[config.mk]
export PLATFORM = sky130hd
export DESIGN_NAME = flash_range_guard
export DESIGN_NICKNAME = d
export VERILOG_FILES = /design/src/rtl/frg_pkg.sv /design/src/rtl/frg_lock.sv /design/src/rtl/frg_range_reg.sv /design/src/rtl/frg_range_match.sv /design/src/rtl/flash_range_guard.sv
export SDC_FILE = /design/constraint.sdc
export NUM_CORES = 1
export LEC_CHECK = 0
export CAP_MARGIN = 10
export CELL_PAD_IN_SITES_DETAIL_PLACEMENT = 2
export CELL_PAD_IN_SITES_GLOBAL_PLACEMENT = 2
export CORE_ASPECT_RATIO = 0.6
export CORE_MARGIN = 5
export CORE_UTILIZATION = 41
export CTS_CLUSTER_DIAMETER = 100
export DETAILED_ROUTE_END_ITERATION = 10
export PLACE_DENSITY_LB_ADDON = 0.15
export SLEW_MARGIN = 20
export SYNTH_ARGS = -nofsm -noshare
export SYNTH_HDL_FRONTEND = slang
export SYNTH_SLANG_ARGS = --single-unit
[constraint.sdc]
create_clock -name clk -period 12.23 [get_ports clk]
set_input_delay 3.669 -clock clk [delete_from_list [all_inputs] [get_ports clk]]
set_output_delay 3.669 -clock clk [all_outputs]
set_load 0.05 [all_outputs]
[src/rtl/frg_pkg.sv]
package frg_pkg;
  localparam int unsigned REG_W      = 32;
  localparam int unsigned ADDR_W     = 25;
  localparam int unsigned PAGE_SHIFT = 12;
  localparam int unsigned PAGE_W     = ADDR_W - PAGE_SHIFT;
  localparam int unsigned NUM_RANGES = 5;

  // field positions decoded by the matcher
  localparam int unsigned LO_LSB   = 0;
  localparam int unsigned RD_EN_B  = 15;
  localparam int unsigned HI_LSB   = 16;
  localparam int unsigned WR_EN_B  = 31;

  localparam logic [REG_W-1:0] LO_MASK  = REG_W'(((1 << PAGE_W) - 1) << LO_LSB);
  localparam logic [REG_W-1:0] HI_MASK  = REG_W'(((1 << PAGE_W) - 1) << HI_LSB);
  localparam logic [REG_W-1:0] EN_MASK  = (REG_W'(1) << RD_EN_B) | (REG_W'(1) << WR_EN_B);
  localparam logic [REG_W-1:0] KEEP_MASK = LO_MASK | HI_MASK | EN_MASK;

  typedef struct packed {
    logic              wr_en;
    logic              rd_en;
    logic [PAGE_W-1:0] hi_page;
    logic [PAGE_W-1:0] lo_page;
  } range_t;

  function automatic range_t unpack_range(input logic [REG_W-1:0] r);
    range_t f;
    f.wr_en   = r[WR_EN_B];
    f.rd_en   = r[RD_EN_B];
    f.hi_page = r[HI_LSB +: PAGE_W];
    f.lo_page = r[LO_LSB +: PAGE_W];
    return f;
  endfunction
endpackage

[src/rtl/frg_lock.sv]
module frg_lock (
  input  logic clk,
  input  logic rst_n,
  input  logic lock_set,
  output logic lock_q
);
  logic lock_d;

  always_comb begin
    lock_d = lock_q | lock_set;
  end

  always_ff @(posedge clk or negedge rst_n) begin
    if (!rst_n) lock_q <= 1'b0;
    else        lock_q <= lock_d;
  end
endmodule

[src/rtl/frg_range_reg.sv]
module frg_range_reg
  import frg_pkg::*;
(
  input  logic             clk,
  input  logic             rst_n,
  input  logic             wr_en,
  input  logic [REG_W-1:0] wdata,
  output logic [REG_W-1:0] q
);
  logic [REG_W-1:0] q_d;

  always_comb begin
    q_d = q;
    if (wr_en) q_d = wdata & KEEP_MASK;
  end

  always_ff @(posedge clk or negedge rst_n) begin
    if (!rst_n)     q <= '0;
    else if (wr_en) q <= q_d;
  end
endmodule

[src/rtl/frg_range_match.sv]
module frg_range_match
  import frg_pkg::*;
(
  input  logic [REG_W-1:0]  range_q,
  input  logic [ADDR_W-1:0] addr,
  input  logic              is_write,
  output logic              hit
);
  range_t            f;
  logic [PAGE_W-1:0] page;
  logic              dir_en;
  logic              in_span;

  always_comb begin
    f       = unpack_range(range_q);
    page    = addr[ADDR_W-1:PAGE_SHIFT];
    dir_en  = is_write ? f.wr_en : f.rd_en;
    // page compare equals byte compare with implied 0x000 / 0xFFF low bits
    in_span = (page >= f.lo_page) && (page <= f.hi_page);
    hit     = dir_en && in_span;
  end
endmodule

[src/rtl/flash_range_guard.sv]
module flash_range_guard
  import frg_pkg::*;
#(
  parameter int unsigned N_RANGES = NUM_RANGES,
  localparam int unsigned SEL_W   = (N_RANGES > 1) ? $clog2(N_RANGES) : 1
) (
  input  logic              clk,
  input  logic              rst_n,
  input  logic              cfg_we,
  input  logic [SEL_W-1:0]  cfg_sel,
  input  logic [REG_W-1:0]  cfg_wdata,
  output logic [REG_W-1:0]  cfg_rdata,
  input  logic              lock_set,
  output logic              locked,
  input  logic [ADDR_W-1:0] chk_addr,
  input  logic              chk_is_write,
  output logic              chk_block
);
  logic [REG_W-1:0]    range_q [N_RANGES];
  logic [N_RANGES-1:0] wr_en;
  logic [N_RANGES-1:0] hit;

  frg_lock u_lock (
    .clk      (clk),
    .rst_n    (rst_n),
    .lock_set (lock_set),
    .lock_q   (locked)
  );

  for (genvar i = 0; i < N_RANGES; i++) begin : g_range
    assign wr_en[i] = cfg_we && !locked && (cfg_sel == SEL_W'(i));

    frg_range_reg u_reg (
      .clk   (clk),
      .rst_n (rst_n),
      .wr_en (wr_en[i]),
      .wdata (cfg_wdata),
      .q     (range_q[i])
    );

    frg_range_match u_match (
      .range_q  (range_q[i]),
      .addr     (chk_addr),
      .is_write (chk_is_write),
      .hit      (hit[i])
    );
  end

  always_comb begin
    cfg_rdata = '0;
    for (int i = 0; i < N_RANGES; i++) begin
      if (cfg_sel == SEL_W'(i)) cfg_rdata = range_q[i];
    end
  end

  assign chk_block = locked && (|hit);
endmodule

==> results of run 1 <==
## metal layers
metal	vias up	track usage [%]	wire, um	share of wire (%)
met1	3803	37.5	16000	50
met5	-	0	0	0
met4	0	5.71	322	1.0
li1	3323	-	-	-
met2	124	39.4	14200	44
met3	23	4.98	1500	4.7
## per-stage QoR
step / setup WS (ns) / hold WS, ns / area, sq um
after floorplan: 2.93 / 0.491 / 9500
after CTS: 1.20 / 0.536 / 11200
final: 1.23 / 0.537 / 11300
after global placement: 1.17 / 0.515 / 10600
after global routing: 0.956 / 0.554 / 11300
after detailed placement: 1.19 / 0.519 / 10600
## worst max-delay path by stage
stage                  from       endpoint  slack [ns]  cells past startpoint
2_1_floorplan    cfg_sel[0]  cfg_rdata[10]        2.93                      5
3_3_place_gp   chk_addr[24]      chk_block        1.17                     10
3_5_place_dp   chk_addr[14]      chk_block        1.19                     10
4_1_cts        chk_addr[24]      chk_block        1.20                     10
5_1_grt        chk_addr[24]      chk_block        0.96                     10
6_report       chk_addr[14]      chk_block        1.23                     10
## area by class of cell
| class | instances | area share, % |
|---|---|---|
| Sequential cell | 141 | 31.4 |
| Clock buffer | 21 | 4.09 |
| Multi-Input combinational cell | 580 | 46.6 |
| Tap cell | 315 | 3.50 |
| Clock inverter | 11 | 1.47 |
| Inverter | 154 | 5.14 |
| Timing Repair Buffer | 92 | 7.82 |
## worst max-delay path, cell delays in order
cell,delay (ns)
clkdlybuf4s50_1,0.75
ha_1,0.49
nand2_1,0.05
o21ai_0,0.37
nand3_1,0.22
a211o_1,0.32
a221oi_1,0.29
or3_1,0.17
o31a_1,0.18
clkdlybuf4s50_1,0.82
## Yosys cell counts, drive strengths merged
master,count
a31oi,2
nand3,13
nand3b,4
a211o,5
inv,154
o31ai,4
conb,1
or2,1
o21a,1
nor4,2
ha,130
mux2,117
a211oi,7
o211ai,1
mux2i,4
buf,16
a21o,15
nand4,19
or4,1
a21oi,44
nand2,68
a221o,1
nor3b,1
and3,3
mux4,28
a21boi,2
and2,1
a221oi,3
and4,4
o31a,3
or3,1
nor2,14
o21ai,64
nor2b,10
clkbuf,17
a2111oi,1
nor3,2
dfrtp,141
## sequential cells by signal, summed over array words and instances, names as in the netlist
signal and count:
u_lock.lock_q 1, g_range.u_reg.q 140
## power groups by stage
stage          logic, mW  registers, mW  clock network [mW]
6_report           0.228          0.500               0.569
5_1_grt            0.252          0.502               0.603
4_1_cts            0.230          0.500               0.580
3_5_place_dp       0.226          0.508                   0
3_3_place_gp       0.217          0.507                   0
2_1_floorplan      0.130          0.502                   0
## cell families after synthesis
| family | Yosys count |
|---|---|
| flops | 141 |
| simple gates | 144 |
| compound gates | 153 |
| fa+ha+maj | 130 |
| buf+inv | 187 |
| mux | 149 |
| other cells | 1 |
==> impl_metrics.json, run 1 <==
{
  "status": "completed",
  "max_slew_margin_pct": 25.6,
  "clkPwrFrac_pct": 43.9,
  "grt_max_degree": 93,
  "io_pins": 99,
  "finalClockSkew_ns": 0.00457,
  "layout.nets": 1181,
  "drv_cap": 0,
  "cp-end-kind": "output pin",
  "start_util_pct": 41.4,
  "ir_drop_uv": 101,
  "wl_per_cell_um": 24.4,
  "p_sw_share_pct": 28.5,
  "grt_pass1_vias": 8250,
  "die_x_um": 206,
  "final_core_utilization_pct": 49.1,
  "setup-tns-final_ns": 0,
  "synth_compound_area_share_pct": 9.58,
  "fmax_mhz": 90.9,
  "num_vias": 7273,
  "ys_ff_latch": 141,
  "ys_types": 43,
  "core_area_sq_um": 22900,
  "cts_buffer_depth": 2,
  "arrival_ns": 7.33,
  "drc": 0,
  "vias_per_cell": 5.54,
  "synthSimpleGateAreaFrac_pct": 7.32,
  "mostFrequentLayoutCell": "inv_1",
  "htree_num_levels": 4,
  "final_cell_mix": "154 x inv_1, 141 x dfrtp_1, 130 x ha_1",
  "p_int_mw": 0.928,
  "cts_inserted_buffers": 17,
  "rr_worst_depth": 3,
  "dp_hpwl_um": 22700,
  "postRouteWirelength_um": 32000,
  "pwr-share-comb_pct": 17.6,
  "required_ns": 8.56,
  "hold_buffers": 0,
  "post_layout_nonfiller_instances": 1314,
  "io_buffers": 78,
  "nFillCells": 2425,
  "post_cts_buffers": 0,
  "grt.total_usage_pct": 25.6,
  "crit_type": "input pin to output pin",
  "cp-start-kind": "input pin",
  "synth_xor_area_share_pct": 0,
  "hold_start": "g_range[2].u_reg.q[19]",
  "clock_sinks": 141,
  "hold_violations": 0,
  "ff_latch_area_sq_um": 3530,
  "power.total_mw": 1.30,
  "worstHoldPathType": "register to register",
  "p_seq_share_pct": 38.6,
  "rsz0062_at_grt": "false",
  "synthTopCellsByArea": "dfrtp_1 37%, ha_1 17%, mux2_2 14%, mux4_2 6.6%, inv_1 6.1%",
  "setup_violations": 0,
  "grt-ovfl-total": 0,
  "fin_crit_sh_pct": 89.9,
  "rr_endpoint": "g_range[3].u_reg.q[8]",
  "dieArea_sq_um": 26400,
  "gp_congestion": 0.797,
  "rrSetupSlack_ns": 9.44,
  "die-height_um": 128,
  "min_period_ns": 11.00,
  "synthesis.instances": 905,
  "yosys.area_share.adder_pct": 17.2,
  "antennaDiodeCount": 0,
  "drive_above_1_share_pct": 19.9,
  "netlist_area_sq_um": 9480,
  "grt_pass1_wl_um": 50100,
  "cts_resized": 0,
  "leakagePower_nw": 5.23,
  "synth_mux_area_share_pct": 21.0,
  "cts_root_buf": "clkbuf_16",
  "area_delta_synth_final_pct": 18.6,
  "ant_nets": 0,
  "clock_latency_ns": 0.44,
  "slew_viol_final": 0,
  "synth_top_area_share_pct": 37.2,
  "synth_top_family_by_area": "multiplexers",
  "whs_path_depth": 1,
  "seq_area_frac_synth_pct": 37.2,
  "p_per_area_nw_per_um2": 115,
  "rows": 43,
  "hold_end": "g_range[2].u_reg.q[19]",
  "clkTransAtPathRegs_ns": 0.06,
  "max_slew.worst_pin.slew_ns": 1.11,
  "cts_tree": "built",
  "drtIter0Drc": 317,
  "antenna_found_initial": 0,
  "p_switching_mw": 0.369,
  "multi_input_area_sq_um": 5250,
  "dp.cells": 1282,
  "firstDrtPassIters": 4,
  "regToRegStartpoint": "u_lock.lock_q",
  "crit_fanout": 10,
  "yosysWarnings": 0,
  "synth.avg_cell_area_sq_um": 10.5,
  "yosys.area.top_type": "dfrtp_1"
}
No activity file was read; power rests on OpenSTA's default activity.
==> run 2: changes to the inputs <==
SLEW_MARGIN = unset   (was 20)
==> run 2 against run 1 <==
Effect of this change:
- count of clock-buffer cells in the layout unchanged
- setup slack did not move
- final area barely moved
- critical path type unchanged
- critical endpoint unchanged
==> impl_metrics.json, run 2 (same netlist as run 1, synthesis figures left out) <==
{
  "status": "completed",
  "leakagePower_nw": 5.22,
  "finalClockSkew_ns": 0.00457,
  "num_vias": 7273,
  "setup-tns-final_ns": 0,
  "dieArea_sq_um": 26400,
  "placed_cell_area_sq_um": 10600,
  "hold_violations": 0,
  "cts_resized": 0,
  "die-height_um": 128,
  "worstPathCellList": "clkdlybuf4s50_1 -> ha_1 -> nand2_1 -> o21ai_0 -> nand3_1 -> a211o_1 -> a221oi_1 -> or3_1 -> o31a_1 -> clkdlybuf4s50_1",
  "use_met3_pct": 4.98,
  "ir_drop_uv": 101,
  "wl_per_cell_um": 24.4,
  "reg.largest.list": "g_range.u_reg.q x140, u_lock.lock_q x1",
  "regMostFlops": "g_range.u_reg.q",
  "cts_root_buf": "clkbuf_16",
  "post_cts_buffers": 0,
  "rsz0062_at_grt": "false",
  "gp_congestion": 0.797,
  "grt.met2_usage_pct": 39.4,
  "crit_fanout": 10,
  "io_buffers": 78,
  "setup_violations": 0,
  "htree_num_levels": 4,
  "drive_above_1_share_pct": 19.9,
  "crit_buf_inv": 2,
  "grt-ovfl-total": 0,
  "clkTransAtPathRegs_ns": 0.06,
  "hold_ws_ns": 0.537,
  "crit_type": "input pin to output pin",
  "globalRouteMet1Util_pct": 37.5,
  "area_delta_synth_final_pct": 18.6,
  "grt.total_usage_pct": 25.6,
  "critPathTopFamily": "buffers and inverters",
  "cp-end-kind": "output pin",
  "final_area_sq_um": 11200,
  "dp_hpwl_um": 22700,
  "antennaDiodeCount": 0,
  "power.total_mw": 1.30,
  "fmax_mhz": 90.9,
  "cts_inserted_buffers": 17,
  "drc": 0,
  "rows": 43,
  "required_ns": 8.56,
  "grt_pass1_vias": 8250,
  "rrSetupSlack_ns": 9.44,
  "max_slew.worst_pin.slew_ns": 1.15,
  "ant_nets": 0,
  "layout.nets": 1181,
  "grt_pass1_wl_um": 50100,
  "slew_viol_final": 0,
  "final_cell_mix": "154 x inv_1, 141 x dfrtp_1, 130 x ha_1",
  "cts_tree": "built",
  "largest_register_ffs": 140,
  "drv_cap": 0,
  "fin_ws_ns": 1.23,
  "clock_sinks": 141,
  "postRouteWirelength_um": 32000,
  "slowest_stage": "clkdlybuf4s50_1",
  "io_pins": 99,
  "cp-start-kind": "input pin",
  "die_x_um": 206,
  "antenna_found_initial": 0,
  "worstHoldPathType": "register to register",
  "p_per_area_nw_per_um2": 115,
  "core_area_sq_um": 22900,
  "start_util_pct": 41.4,
  "dpl_worst_slack_ns": 1.19,
  "mostFrequentLayoutCell": "inv_1",
  "cts_buffer_depth": 2,
  "grt_max_degree": 93,
  "drtIter0Drc": 317,
  "vias_per_cell": 5.54,
  "busiest_layer": "met2",
  "max_slew_margin_pct": 23.1,
  "arrival_ns": 7.33,
  "slowest_delay_ns": 0.82,
  "fin_crit_sh_pct": 89.9,
  "clock_latency_ns": 0.44,
  "min_period_ns": 11.00,
  "hold_buffers": 0,
  "firstDrtPassIters": 4,
  "crit_top_cell": "clkdlybuf4s50_1"
}
==> run 2: changes by cell type in the layout (fill, tap and decap cells not counted) <==
cell / delta
buf_4: -1
buf_2: +1
==> run 2: path summary, 6_finish.rpt <==
path | startpoint | to | cells after the start
max | chk_addr[14] | chk_block | 10
min | g_range[2].u_reg.q[19] | g_range[2].u_reg.q[19] | 1
max reg2reg | u_lock.lock_q | g_range[3].u_reg.q[8] | 3
min reg2reg | g_range[2].u_reg.q[19] | g_range[2].u_reg.q[19] | 1
max in group asynchronous | rst_n | g_range[1].u_reg.q[24] | 2
min in group asynchronous | rst_n | g_range[4].u_reg.q[2] | 1
==> run 2: through the flow <==
step | util (%) | cells
CTS | 49.1 | 1314
finish | 49.1 | 1314
global route | 49.1 | 1314
global placement | 46.3 | 1282
detailed placement | 46.3 | 1282
floorplan | - | 908
==> run 2: report_power, final <==
part / total, mW / internal [mW] / leakage, nW / switching, mW
clock: 0.569 / 0.351 / 0.295 / 0.218
combinational: 0.228 / 0.0922 / 3.10 / 0.136
sequential: 0.500 / 0.485 / 1.83 / 0.0151
total: 1.30 / 0.928 / 5.22 / 0.369
==> run 2: cell type report <==
cell class | count | area [sq um]
tap | 315 | 394
fill | 2426 | 11700
timing repair buffer | 92 | 877
clock inverter | 11 | 165
sequential | 141 | 3530
clock buffer | 21 | 460
inverter | 154 | 578
multi-input combinational | 580 | 5250
==> run 2: layer usage <==
metal  part of all wire [%]  wire [um]  vias to the layer above
met5                      0          0                        -
met4                    1.0        322                        0
met3                    4.7       1500                       23
met2                     44      14200                      124
met1                     50      16000                     3803
li1                       -          -                     3323
